### src/rtl/uart_irq_pkg.sv
package uart_irq_pkg;

  typedef enum logic [2:0] {
    ID_MODEM = 3'd0,
    ID_TXE   = 3'd1,
    ID_RXD   = 3'd2,
    ID_LINE  = 3'd3,
    ID_EOD   = 3'd4,
    ID_TOUT  = 3'd6
  } irq_id_e;

  // enable bit positions in ier
  localparam int EN_RXD   = 0;
  localparam int EN_TXE   = 1;
  localparam int EN_LINE  = 2;
  localparam int EN_MODEM = 3;
  localparam int EN_TOUT  = 4;
  localparam int EN_EOD   = 5;
  localparam int NSRC     = 6;

  // priority slots, index 0 is the highest
  localparam int PR_LINE  = 0;
  localparam int PR_RXD   = 1;
  localparam int PR_TOUT  = 2;
  localparam int PR_EOD   = 3;
  localparam int PR_TXE   = 4;
  localparam int PR_MODEM = 5;

  function automatic irq_id_e id_of_slot(input int slot);
    case (slot)
      PR_LINE: return ID_LINE;
      PR_RXD:  return ID_RXD;
      PR_TOUT: return ID_TOUT;
      PR_EOD:  return ID_EOD;
      PR_TXE:  return ID_TXE;
      default: return ID_MODEM;
    endcase
  endfunction

endpackage

### src/rtl/uart_irq_pause_timer.sv
module uart_irq_pause_timer #(
  parameter int PAUSE_TICKS = 640
) (
  input  logic clk,
  input  logic rst,
  input  logic tick,
  input  logic rx_char_stb,
  input  logic eod_clr,
  output logic idle_o,
  output logic eod_o
);
  localparam int CNT_W = $clog2(PAUSE_TICKS + 1);
  localparam logic [CNT_W-1:0] LAST = CNT_W'(PAUSE_TICKS - 1);

  logic [CNT_W-1:0] cnt_q;
  logic             armed_q;

  always_ff @(posedge clk) begin
    if (rst) begin
      cnt_q   <= '0;
      idle_o  <= 1'b0;
      armed_q <= 1'b0;
      eod_o   <= 1'b0;
    end else if (rx_char_stb) begin
      cnt_q   <= '0;
      idle_o  <= 1'b0;
      armed_q <= 1'b1;
      eod_o   <= 1'b0;
    end else begin
      if (eod_clr) eod_o <= 1'b0;
      if (tick && !idle_o) begin
        cnt_q <= cnt_q + 1'b1;
        if (cnt_q == LAST) begin
          idle_o <= 1'b1;
          if (armed_q) begin
            eod_o   <= 1'b1;
            armed_q <= 1'b0;
          end
        end
      end
    end
  end

  // a new character always withdraws end of data
  p_char_clears_eod_r8: assert property (@(posedge clk) disable iff (rst)
    rx_char_stb |=> !eod_o);

  // end of data only appears on a tick with no character
  p_eod_on_tick_r6: assert property (@(posedge clk) disable iff (rst)
    $rose(eod_o) |-> ($past(tick) && !$past(rx_char_stb)));

endmodule

### src/rtl/uart_irq_prio.sv
module uart_irq_prio
  import uart_irq_pkg::*;
(
  input  logic            clk,
  input  logic            rst,
  input  logic [NSRC-1:0] pend,
  output logic [3:0]      iir_q,
  output logic            irq_q
);
  irq_id_e sel_id;
  logic    any_pend;

  always_comb begin
    sel_id   = ID_MODEM;
    any_pend = |pend;
    for (int i = NSRC - 1; i >= 0; i--) begin
      if (pend[i]) sel_id = id_of_slot(i);
    end
  end

  always_ff @(posedge clk) begin
    if (rst) begin
      iir_q <= 4'b0001;
      irq_q <= 1'b0;
    end else begin
      iir_q <= {sel_id, !any_pend};
      irq_q <= any_pend;
    end
  end

  // line and identification never disagree
  p_irq_matches_r2: assert property (@(posedge clk) disable iff (rst)
    irq_q == !iir_q[0]);

  // the top slot always wins
  p_line_wins_r12: assert property (@(posedge clk) disable iff (rst)
    pend[PR_LINE] |=> (iir_q[3:1] == ID_LINE));

  // timeout pending hides end of data
  p_tout_before_eod_r7: assert property (@(posedge clk) disable iff (rst)
    pend[PR_TOUT] |=> (iir_q[3:1] != ID_EOD));

endmodule

### src/rtl/uart_rx_irq_ctrl.sv
module uart_rx_irq_ctrl
  import uart_irq_pkg::*;
#(
  parameter int FIFO_DEPTH    = 32,
  parameter int RX_TRIG       = 4,
  parameter int TX_LWM        = 16,
  parameter int DMA_ALIGN     = 4,
  parameter int BITS_PER_CHAR = 10,
  parameter int OVERSAMPLE    = 16,
  parameter int PAUSE_CHARS   = 4,
  parameter int LERR_W        = 4,
  parameter int MDM_W         = 4,
  localparam int LVL_W        = $clog2(FIFO_DEPTH + 1)
) (
  input  logic              clk,
  input  logic              rst,
  input  logic              tick,
  input  logic              rx_char_stb,
  input  logic [LVL_W-1:0]  rx_level,
  input  logic [LVL_W-1:0]  tx_level,
  input  logic [LERR_W-1:0] line_err,
  input  logic              lsr_rd,
  input  logic [MDM_W-1:0]  modem_delta,
  input  logic [NSRC-1:0]   ier,
  input  logic              iir_rd,
  output logic [3:0]        iir,
  output logic              irq,
  output logic              eod_status
);
  localparam int PAUSE_TICKS = PAUSE_CHARS * BITS_PER_CHAR * OVERSAMPLE;
  localparam int ALIGN_W     = (DMA_ALIGN > 1) ? $clog2(DMA_ALIGN) : 1;

  logic            line_q;
  logic            idle;
  logic            eod_flag;
  logic            eod_clr;
  logic            misaligned;
  logic [NSRC-1:0] pend;

  always_ff @(posedge clk) begin
    if (rst)                line_q <= 1'b0;
    else if (|line_err)     line_q <= 1'b1;
    else if (lsr_rd)        line_q <= 1'b0;
  end

  assign misaligned = (rx_level[ALIGN_W-1:0] != '0);
  assign eod_clr    = iir_rd && !iir[0] && (iir[3:1] == ID_EOD);

  uart_irq_pause_timer #(.PAUSE_TICKS(PAUSE_TICKS)) u_pause (
    .clk         (clk),
    .rst         (rst),
    .tick        (tick),
    .rx_char_stb (rx_char_stb),
    .eod_clr     (eod_clr),
    .idle_o      (idle),
    .eod_o       (eod_flag)
  );

  always_comb begin
    pend           = '0;
    pend[PR_LINE]  = ier[EN_LINE]  && line_q;
    pend[PR_RXD]   = ier[EN_RXD]   && (rx_level >= LVL_W'(RX_TRIG));
    pend[PR_TOUT]  = ier[EN_TOUT]  && idle && misaligned;
    pend[PR_EOD]   = ier[EN_EOD]   && eod_flag;
    pend[PR_TXE]   = ier[EN_TXE]   && (tx_level <= LVL_W'(TX_LWM));
    pend[PR_MODEM] = ier[EN_MODEM] && (|modem_delta);
  end

  uart_irq_prio u_prio (
    .clk   (clk),
    .rst   (rst),
    .pend  (pend),
    .iir_q (iir),
    .irq_q (irq)
  );

  assign eod_status = eod_flag;

  // status read with no new error drops the latch
  p_lsr_clears_r3: assert property (@(posedge clk) disable iff (rst)
    (lsr_rd && !(|line_err)) |=> !line_q);

  // new error always latches
  p_err_latches_r3: assert property (@(posedge clk) disable iff (rst)
    (|line_err) |=> line_q);

  // end of data shown only if enabled one cycle earlier
  p_eod_enabled_r11: assert property (@(posedge clk) disable iff (rst)
    (!iir[0] && iir[3:1] == ID_EOD) |-> $past(ier[EN_EOD]));

  // identification read of end of data withdraws it
  p_iir_rd_clears_r8: assert property (@(posedge clk) disable iff (rst)
    eod_clr |=> !eod_status);

endmodule

### config.mk
export PLATFORM = sky130hd
export DESIGN_NAME = uart_rx_irq_ctrl
export DESIGN_NICKNAME = d
export VERILOG_FILES = /design/src/rtl/uart_irq_pkg.sv /design/src/rtl/uart_irq_pause_timer.sv /design/src/rtl/uart_irq_prio.sv /design/src/rtl/uart_rx_irq_ctrl.sv
export SDC_FILE = /design/constraint.sdc
export NUM_CORES = 1
export LEC_CHECK = 0
export BUFFER_PORTS_ARGS = -buffer_cell sky130_fd_sc_hd__buf_2
export CORE_ASPECT_RATIO = 0.75
export CORE_UTILIZATION = 42
export DETAILED_ROUTE_END_ITERATION = 7
export PLACE_DENSITY = 0.72
export SYNTH_ARGS = -nofsm -noshare
export SYNTH_HDL_FRONTEND = slang
export SYNTH_SLANG_ARGS = --single-unit
### constraint.sdc
create_clock -name clk -period 1.54 [get_ports clk]
set_input_delay 0.231 -clock clk [delete_from_list [all_inputs] [get_ports clk]]
set_output_delay 0.231 -clock clk [all_outputs]
set_load 0.05 [all_outputs]
=== Word-level counts from Yosys, hierarchy flattened ===
Cells that the tools add are included.

* Input bits: 32
* Bits in registers: 19
* Output and inout port bits: 6

* Equality and inequality tests: 2
* $add $sub $neg: 1
* Reductions and logical operators: 24
* Muxes and demuxes: 14
* $lt $le $gt $ge: 2

{| class="wikitable"
|+ Operators by type and width
! cell !! count
|-
| $add A10 B1 Y10 const B || 1
|-
| $eq A10 B10 Y1 const B || 1
|-
| $logic_and A1 B1 Y1 || 10
|-
| $mux W1 || 10
|-
| $reduce_bool A2 Y1 || 4
|-
| $reduce_or A4 Y1 || 2
|-
| $ge A6 B3 Y1 const B || 1
|-
| $le A6 B5 Y1 const B || 1
|-
| $mux W3 || 2
|-
| $reduce_or A6 Y1 || 1
|-
| $mux W2 || 2
|-
| $reduce_and A2 Y1 || 2
|-
| $eq A3 B3 Y1 const B || 1
|-
| $logic_not A1 Y1 || 3
|-
| $reduce_or A3 Y1 || 1
|-
| $reduce_or A2 Y1 || 1
|}

=== Depth between registers and ports, before layout ===
Gate-level depths: netlist of run 1.

* Word-level depth: 7
* Depth in mapped cells: 4

=== Modules after synthesis ===
A second synthesis of run 1 with hierarchy kept.

* Cells, all modules: 97
* Area total of the unflattened synthesis: 897.1 µm²

{| class="wikitable"
|+ By module, submodules not included
! module !! times used !! cells each !! sequential area each (µm²) !! area an instance (µm²)
|-
| uart_irq_pause_timer || 1 || 68 || 260.2 || 623.1
|-
| uart_irq_prio || 1 || 16 || 100.1 || 160.2
|-
| uart_rx_irq_ctrl || 1 || 13 || 20.0 || 113.9
|}

=== Worst setup path after synthesis of run 1 ===
Ideal clock, no wire load.

* Path type: flip-flop to flip-flop
* Start point: register u_pause.cnt_q[0]
* End point: register u_pause.armed_q
* Stages on the path, launching flop included: 5
* Required time: 1.398 ns
* Library setup time: 0.142 ns
* Arrival time: 1.260 ns
* Setup slack: 0.139 ns
* Cells stage by stage: dfxtp_1 ha_1 nand4b_2 nor4_1 o22ai_1

* Cells in the longest elaborated chain, start to end: 3

{| class="wikitable"
|+ Ends and longest elaborated chain
! element !! RTL line !! source
|-
| start, declared || uart_irq_pause_timer.sv:15 || <nowiki>logic [CNT_W-1:0] cnt_q;</nowiki>
|-
| start signal, assigned || uart_irq_pause_timer.sv:32 || <nowiki>cnt_q <= cnt_q + 1'b1;</nowiki>
|-
| $eq A10 B10 Y1 || uart_irq_pause_timer.sv:33 || <nowiki>if (cnt_q == LAST) begin</nowiki>
|-
| $reduce_bool A2 Y1 (no source line) || - ||
|-
| $reduce_and A2 Y1 (no source line) || - ||
|-
| end signal, assigned || uart_irq_pause_timer.sv:22 || <nowiki>armed_q <= 1'b0;</nowiki>
|-
| end signal, assigned || uart_irq_pause_timer.sv:27 || <nowiki>armed_q <= 1'b1;</nowiki>
|-
| end signal, assigned || uart_irq_pause_timer.sv:37 || <nowiki>armed_q <= 1'b0;</nowiki>
|-
| end, declared || uart_irq_pause_timer.sv:16 || <nowiki>logic armed_q;</nowiki>
|}

No other way between the ends.
A chain may end at the register's enable or synchronous reset.

=== Worst setup path after layout of run 1 ===
* Start point: register u_pause.cnt_q[0]
* End point: register u_pause.cnt_q[8]

* Cells in the longest elaborated chain, start to end: 1

{| class="wikitable"
|+ Ends and longest elaborated chain
! element !! RTL line
|-
| $add A10 B1 Y10 || uart_irq_pause_timer.sv:32
|}

No other way between the ends.

==> results of run 1 <==
==> worst max-delay path, cell delays in order, from the launching register on <==
cell and delay (ns):
dfxtp_2 0.39, ha_1 0.23, nand4b_4 0.14, or4_1 0.48, a21oi_1 0.16
==> area by class of cell <==
cell class | count | area (um2) | area share, %
clock buffer | 4 | 26.28 | 2.339
inverter | 5 | 18.77 | 1.670
tap | 22 | 27.53 | 2.450
sequential | 19 | 382.9 | 34.08
multi-input combinational | 66 | 475.5 | 42.32
timing repair buffer | 38 | 192.7 | 17.15
==> logic make-up after synthesis <==
group / after synthesis / synth area share, %
simple gates: 36 / 26.79
compound gates: 26 / 22.06
flops: 19 / 43.55
buf+inv: 7 / 3.009
xor+xnor: 2 / 2.006
mux: 1 / 1.146
fa+ha+maj: 1 / 1.432
==> per-stage QoR <==
stage               cell area (um2)  setup TNS, ns  power, mW  utilization (%)  hold slack, ns
global route                   1124       -0.01307     0.9380            61.13          0.1828
CTS                            1115              0     0.9005            60.65          0.1765
finish                         1124              0     0.8955            61.13          0.1814
floorplan                     873.3              0     0.5933                -          0.3837
detailed placement             1086              0     0.6529            59.09          0.4709
global placement               1086              0     0.6489            59.09          0.4593
==> layout by cell type, fill, tap and decap left out, drive strengths merged, types with 2 or more instances in the layout <==
master	netlist	final
buf	0	38
dfxtp	19	19
a21oi	9	9
nor2	6	6
or3	5	5
inv	5	5
nand2	4	4
o21ai	4	4
clkbuf	2	4
o31ai	3	3
or4	3	3
nand2b	3	3
o41ai	3	3
nand4b	2	2
nand3	2	2
nor4	2	2
nand4	2	2
xnor2	2	2
==> worst paths after layout <==
check	to	slack, ns	start
worst max-delay path	u_pause.cnt_q[8]$_SDFFE_PP0P_	0.07	u_pause.cnt_q[0]$_SDFFE_PP0P_
worst min-delay path	line_q$_SDFFE_PP0P_	0.18	lsr_rd
worst max register to register	u_pause.cnt_q[8]$_SDFFE_PP0P_	0.07	u_pause.cnt_q[0]$_SDFFE_PP0P_
worst min register to register	line_q$_SDFFE_PP0P_	0.49	line_q$_SDFFE_PP0P_
==> cell usage after synthesis (all sizes together) <==
cell	instances	area, um2
nor3	1	5.000
nand2b	3	18.77
a41o	1	10.01
or4	3	22.52
xnor2	2	17.52
ha	1	12.51
dfxtp	19	380.4
inv	5	18.77
nor4b	1	8.760
nor2	6	22.52
clkbuf	2	7.510
nand2	4	15.01
nand3	2	10.01
or3	5	31.28
mux2i	1	10.01
a211oi	1	7.510
o211ai	1	7.510
nor2b	1	6.260
o41ai	3	45.05
o21a	1	7.510
nor4	2	12.51
and3	1	6.260
nand3b	1	7.510
a31oi	1	12.51
or2	1	6.260
and4b	1	10.01
nand4	2	12.51
o31ai	3	22.52
nand4b	2	38.78
o22ai	1	6.260
a31o	1	8.760
a21oi	9	45.04
o21ai	4	20.02
==> routing by layer <==
metal,track usage (%),vias up
met2,27.23,25
met5,0,-
met1,25.84,380
met4,8.205,0
met3,6.593,4
li1,-,431
==> flip-flops by register name, summed over array words and instances, names as in the netlist <==
name,count
u_pause.cnt_q,10
u_prio.iir_q,4
line_q,1
u_pause.armed_q,1
u_pause.eod_o,1
u_pause.idle_o,1
u_prio.irq_q,1
==> power groups by stage <==
stage	sequential, mW	combinational [mW]	clock (mW)
2_1_floorplan	0.556	0.0377	0
3_3_place_gp	0.525	0.124	0
3_5_place_dp	0.526	0.127	0
4_1_cts	0.515	0.127	0.258
5_1_grt	0.518	0.137	0.283
6_report	0.515	0.127	0.253
==> impl_metrics.prom, run 1 <==
# TYPE chip_impl_metric gauge
chip_impl_metric{name="timing.max_cap.violations",unit=""} 0
chip_impl_metric{name="final_period_minus_worst_setup_slack",unit="ns"} 1.472
chip_impl_metric{name="worstMarginPinSlew",unit="ns"} 0.3152
chip_impl_metric{name="wl_met2",unit="um"} 879
chip_impl_metric{name="route.detailed.vias_per_inst",unit=""} 5.455
chip_impl_metric{name="die_height",unit="um"} 41.49
chip_impl_metric{name="die_w",unit="um"} 54.66
chip_impl_metric{name="detail_route.wirelength",unit="um"} 1924
chip_impl_metric{name="ir_worst_vdd",unit="mV"} 0.5472
chip_impl_metric{name="detail_route.wl_per_cell",unit="um"} 12.49
chip_impl_metric{name="clock_power_share",unit="%"} 28.3
chip_impl_metric{name="maximum_fanout_along_the_worst_path",unit=""} 7
chip_impl_metric{name="post-dp-hpwl",unit="um"} 1524
chip_impl_metric{name="placement_rows",unit=""} 13
chip_impl_info{name="hp-class",value="input pin to flip-flop"} 1
chip_impl_metric{name="gr-usage-all-layers",unit="%"} 19.23
chip_impl_metric{name="p_int",unit="uW"} 661.3
chip_impl_metric{name="antenna_found_initial",unit=""} 0
chip_impl_metric{name="grt_pass1_wl",unit="um"} 3132
chip_impl_info{name="critPathKind",value="flip-flop to flip-flop"} 1
chip_impl_metric{name="cts.clk_slew.worst_paths",unit="ns"} 0.10
chip_impl_metric{name="floorplan.die_area",unit="um2"} 2268
chip_impl_metric{name="number_of_cells_after_detailed_placement",unit=""} 150
chip_impl_metric{name="timing.slew.headroom",unit="%"} 78.90
chip_impl_metric{name="layout-drive-gt1-share",unit="%"} 36.36
chip_impl_metric{name="setup_violations",unit=""} 0
chip_impl_metric{name="clock_sink_count",unit=""} 19
chip_impl_metric{name="synth.lib_cells_used.distinct",unit=""} 35
chip_impl_metric{name="hold_buffers",unit=""} 0
chip_impl_metric{name="buffer_ports.inserted",unit=""} 37
chip_impl_metric{name="route.detailed.drc",unit=""} 0
chip_impl_info{name="tritoncts",value="done"} 1
chip_impl_metric{name="share_seq_of_total_power",unit="%"} 57.5
chip_impl_metric{name="io_pins",unit=""} 38
chip_impl_info{name="timing.critical_path.from_type",value="flip-flop"} 1
chip_impl_metric{name="layout.cells.non_filler",unit=""} 154
chip_impl_metric{name="maxSlewViolCount",unit=""} 0
chip_impl_metric{name="layout-area-overhead-vs-synth",unit="%"} 28.65
chip_impl_metric{name="filler_cell_count",unit=""} 162
chip_impl_metric{name="switching_power",unit="uW"} 234.1
chip_impl_info{name="highest_layer",value="met4"} 1
chip_impl_info{name="outcome",value="finished clean"} 1
chip_impl_metric{name="synth-seq-cells",unit=""} 19
chip_impl_metric{name="clock_latency_at_the_later_pin_of_the_worst_skew_pair",unit="ns"} 0.30
chip_impl_metric{name="gp_congestion",unit=""} 0.8547
chip_impl_metric{name="clock_tree_skew_after_final_layout",unit="ns"} 0.002544
chip_impl_metric{name="firstDrtPassIters",unit=""} 4
chip_impl_metric{name="worstHoldPathCells",unit=""} 3
chip_impl_metric{name="post_synth.cell_area_avg",unit="um2"} 9.493
chip_impl_metric{name="coreArea",unit="um2"} 1838
chip_impl_metric{name="switching_share",unit="%"} 26.15
chip_impl_metric{name="count_of_instances_resized_after_the_clock_tree_is_built",unit=""} 2
chip_impl_metric{name="layout.nets",unit=""} 166
chip_impl_metric{name="postCtsSetupRepairBufs",unit=""} 0
chip_impl_metric{name="final.setup.worst_slack",unit="ns"} 0.06763
chip_impl_metric{name="worst-endpoint-arrival",unit="ns"} 1.70
chip_impl_metric{name="worstPathRequired",unit="ns"} 1.77
chip_impl_metric{name="leakagePower",unit="nW"} 0.5144
chip_impl_metric{name="synthesis.nets",unit=""} 125
chip_impl_metric{name="maximum_number_of_pins_on_one_net_before_global_route_repair",unit=""} 12
chip_impl_metric{name="met3RoutedLength",unit="um"} 126
chip_impl_metric{name="number_of_hold_slack_violations_in_the_final_timing_report",unit=""} 0
chip_impl_metric{name="synth.yosys.seq_area_share",unit="%"} 43.55
chip_impl_metric{name="overflow_after_grt",unit=""} 0
chip_impl_metric{name="p_per_cell_area",unit="nW/um2"} 797.0
chip_impl_metric{name="drtIter0Drc",unit=""} 13
chip_impl_metric{name="count_of_antenna_violating_nets_left_after_detailed_routing",unit=""} 0
chip_impl_info{name="cts_root_buffer",value="clkbuf_4"} 1
chip_impl_metric{name="fmax",unit="GHz"} 0.6792
chip_impl_metric{name="initial_core_util",unit="%"} 47.52
chip_impl_metric{name="route.layer.met1.wl",unit="um"} 890
chip_impl_metric{name="r2r.worst_path.cells",unit=""} 4
chip_impl_metric{name="post_synth_inst_count",unit=""} 92
chip_impl_metric{name="mappedNetlistArea",unit="um2"} 873.3
chip_impl_metric{name="clock_buffers_created_by_tritoncts",unit=""} 3
chip_impl_metric{name="share_comb_of_total_power",unit="%"} 14.2
chip_impl_metric{name="via_count_of_the_first_global_routing_pass",unit=""} 756
chip_impl_metric{name="layout_worst_path_cycle_share",unit="%"} 95.61
chip_impl_metric{name="num_vias",unit=""} 840
chip_impl_info{name="endpoint_kind",value="flip-flop"} 1
chip_impl_metric{name="insertedDiodeCount",unit=""} 0
chip_impl_metric{name="dpl_worst_slack",unit="ns"} 0.01555
chip_impl_metric{name="yosysWarnings",unit=""} 0
chip_impl_metric{name="ctsHtreeMaxLevel",unit=""} 1
chip_impl_metric{name="clock_path_buffers",unit=""} 2
(Power assumes the default switching activity.)
==> run 2: changes to the inputs <==
--- a/config.mk
+++ b/config.mk
@@ -7,9 +7,11 @@
 export LEC_CHECK = 0
 export BUFFER_PORTS_ARGS = -buffer_cell sky130_fd_sc_hd__buf_2
 export CORE_ASPECT_RATIO = 0.75
+export CORE_MARGIN = 2
 export CORE_UTILIZATION = 42
 export DETAILED_ROUTE_END_ITERATION = 7
 export PLACE_DENSITY = 0.72
+export REMOVE_ABC_BUFFERS = 1
 export SYNTH_ARGS = -nofsm -noshare
 export SYNTH_HDL_FRONTEND = slang
 export SYNTH_SLANG_ARGS = --single-unit
==> impl_metrics.prom, run 2 (synthesis gave the netlist of run 1 again) <==
# TYPE chip_impl_metric gauge
chip_impl_info{name="critPathKind",value="flip-flop to flip-flop"} 1
chip_impl_metric{name="insertedDiodeCount",unit=""} 0
chip_impl_metric{name="fmax",unit="GHz"} 0.6896
chip_impl_metric{name="worstMarginPinSlew",unit="ns"} 0.3895
chip_impl_metric{name="detail_route.wirelength",unit="um"} 2075
chip_impl_metric{name="ir_worst_vdd",unit="mV"} 0.6698
chip_impl_metric{name="clock_power_share",unit="%"} 27.8
chip_impl_metric{name="number_of_cells_after_detailed_placement",unit=""} 153
chip_impl_metric{name="share_comb_of_total_power",unit="%"} 14.5
chip_impl_metric{name="layout-area-overhead-vs-synth",unit="%"} 29.80
chip_impl_info{name="hp-class",value="input pin to flip-flop"} 1
chip_impl_info{name="endpoint_kind",value="flip-flop"} 1
chip_impl_metric{name="final_period_minus_worst_setup_slack",unit="ns"} 1.450
chip_impl_metric{name="max_reg_flops",unit=""} 10
chip_impl_metric{name="timing.slew.headroom",unit="%"} 73.92
chip_impl_metric{name="overflow_after_grt",unit=""} 0
chip_impl_metric{name="setup_violations",unit=""} 0
chip_impl_metric{name="die_w",unit="um"} 56.66
chip_impl_info{name="highest_layer",value="met4"} 1
chip_impl_metric{name="met3RoutedLength",unit="um"} 81
chip_impl_metric{name="wl_met2",unit="um"} 1044
chip_impl_metric{name="share_seq_of_total_power",unit="%"} 57.6
chip_impl_metric{name="clock_buffers_created_by_tritoncts",unit=""} 3
chip_impl_metric{name="cts.clk_slew.worst_paths",unit="ns"} 0.10
chip_impl_metric{name="timing.max_cap.violations",unit=""} 0
chip_impl_metric{name="route.detailed.vias_per_inst",unit=""} 5.573
chip_impl_metric{name="via_count_of_the_first_global_routing_pass",unit=""} 793
chip_impl_metric{name="gp_congestion",unit=""} 0.7845
chip_impl_metric{name="register_area",unit="um2"} 382.9
chip_impl_info{name="outcome",value="finished clean"} 1
chip_impl_metric{name="count_of_antenna_violating_nets_left_after_detailed_routing",unit=""} 0
chip_impl_info{name="register_containing_the_most_flip_flops_in_the_final_layout",value="u_pause.cnt_q"} 1
chip_impl_metric{name="layout_worst_path_cycle_share",unit="%"} 94.16
chip_impl_metric{name="die_height",unit="um"} 43.49
chip_impl_metric{name="num_vias",unit=""} 875
chip_impl_info{name="tritoncts",value="done"} 1
chip_impl_metric{name="floorplan.die_area",unit="um2"} 2464
chip_impl_metric{name="p_int",unit="uW"} 662.6
chip_impl_metric{name="switching_power",unit="uW"} 229.6
chip_impl_info{name="cts_root_buffer",value="clkbuf_4"} 1
chip_impl_metric{name="clock_tree_skew_after_final_layout",unit="ns"} 0.003777
chip_impl_metric{name="clock_path_buffers",unit=""} 2
chip_impl_metric{name="maximum_fanout_along_the_worst_path",unit=""} 7
chip_impl_metric{name="worstPathRequired",unit="ns"} 1.77
chip_impl_metric{name="placement_rows",unit=""} 14
chip_impl_metric{name="maxSlewViolCount",unit=""} 0
chip_impl_metric{name="initial_core_util",unit="%"} 44.12
chip_impl_metric{name="ctsHtreeMaxLevel",unit=""} 1
chip_impl_metric{name="maximum_number_of_pins_on_one_net_before_global_route_repair",unit=""} 11
chip_impl_metric{name="worst-endpoint-arrival",unit="ns"} 1.68
chip_impl_metric{name="post-dp-hpwl",unit="um"} 1632
chip_impl_metric{name="clock_sink_count",unit=""} 19
chip_impl_metric{name="buffer_ports.inserted",unit=""} 37
chip_impl_info{name="top_regs",value="u_pause.cnt_q (10), u_prio.iir_q (4)"} 1
chip_impl_metric{name="drtIter0Drc",unit=""} 11
chip_impl_metric{name="p_per_cell_area",unit="nW/um2"} 787.0
chip_impl_metric{name="clock_latency_at_the_later_pin_of_the_worst_skew_pair",unit="ns"} 0.29
chip_impl_metric{name="detail_route.wl_per_cell",unit="um"} 13.22
chip_impl_metric{name="switching_share",unit="%"} 25.73
chip_impl_metric{name="layout.nets",unit=""} 167
chip_impl_metric{name="final.hold.worst_slack",unit="ns"} 0.1758
chip_impl_metric{name="post-route-util",unit="%"} 57.27
chip_impl_metric{name="route.detailed.drc",unit=""} 0
chip_impl_metric{name="leakagePower",unit="nW"} 0.5188
chip_impl_metric{name="layout.cells.non_filler",unit=""} 157
chip_impl_metric{name="firstDrtPassIters",unit=""} 4
chip_impl_metric{name="filler_cell_count",unit=""} 189
chip_impl_metric{name="route.layer.met1.wl",unit="um"} 935
chip_impl_info{name="most_frequent_cells_in_the_layout",value="buf_2 (37), dfxtp_1 (17), a21oi_1 (9)"} 1
chip_impl_metric{name="io_pins",unit=""} 38
chip_impl_metric{name="gr-usage-all-layers",unit="%"} 18.23
chip_impl_metric{name="coreArea",unit="um2"} 1979
chip_impl_metric{name="antenna_found_initial",unit=""} 0
chip_impl_metric{name="number_of_hold_slack_violations_in_the_final_timing_report",unit=""} 0
chip_impl_info{name="layout.cells.most_common",value="buf_2"} 1
chip_impl_metric{name="layout-drive-gt1-share",unit="%"} 36.84
chip_impl_metric{name="grt_pass1_wl",unit="um"} 3408
chip_impl_metric{name="combined_area_of_the_multi_input_logic_cells",unit="um2"} 475.5
chip_impl_info{name="timing.critical_path.from_type",value="flip-flop"} 1
==> run 2: cell types whose count changed in the layout (fill, tap and decap cells not counted), sizes merged <==
cell / delta
buf: +1
==> run 2: power groups by stage <==
stage	logic [mW]	registers, mW	clock network (mW)
after floorplan	0.0342	0.556	0
after global placement	0.125	0.524	0
after detailed placement	0.129	0.526	0
after CTS	0.129	0.514	0.257
after global routing	0.140	0.516	0.277
final	0.130	0.514	0.248
==> run 2: through the flow <==
stage	worst slack, ns	setup TNS, ns	total power, mW	instance area [um2]
global route	-0.01148	-0.01148	0.9333	1134
detailed placement	0.05136	0	0.6543	1096
finish	0.08990	0	0.8921	1134
global placement	0.1026	0	0.6498	1096
floorplan	0.1385	0	0.5898	865.8
CTS	0.03441	0	0.9004	1122
==> run 2: cell type report <==
class / count / area share, %
multi-input combinational: 66 / 41.94
inverter: 5 / 1.656
clock buffer: 4 / 2.318
tap: 24 / 2.649
sequential: 19 / 33.77
timing repair buffer: 39 / 17.66
==> run 2: critical path, stage by stage, from the launching register on <==
cell,delay (ns)
dfxtp_2,0.38
ha_1,0.23
nand4b_4,0.14
or4_1,0.48
a21oi_1,0.15
==> run 2: timing repair <==
action / in CTS / in global routing
setup buffers: 0 / 0
setup endpoints to repair: 0 / 4
hold buffers: 0 / 0
endpoints found under the hold margin: 0 / 0
resized for setup: 0 / 3
==> run 2: worst paths after layout <==
check / startpoint / to / slack, ns / depth (start not counted)
worst min register to register: u_pause.cnt_q[9]$_SDFFE_PP0P_ / u_pause.cnt_q[9]$_SDFFE_PP0P_ / 0.49 / 2
worst max register to register: u_pause.cnt_q[0]$_SDFFE_PP0P_ / u_pause.cnt_q[8]$_SDFFE_PP0P_ / 0.09 / 4
worst max-delay path: u_pause.cnt_q[0]$_SDFFE_PP0P_ / u_pause.cnt_q[8]$_SDFFE_PP0P_ / 0.09 / 4
worst min-delay path: line_err[2] / line_q$_SDFFE_PP0P_ / 0.18 / 3
==> run 2: per-layer routing <==
layer  vias up  GRT usage [%]
li1        433              -
met1       423          21.52
met2        17          32.33
met3         2          6.269
met4         0          4.286
met5         -              0
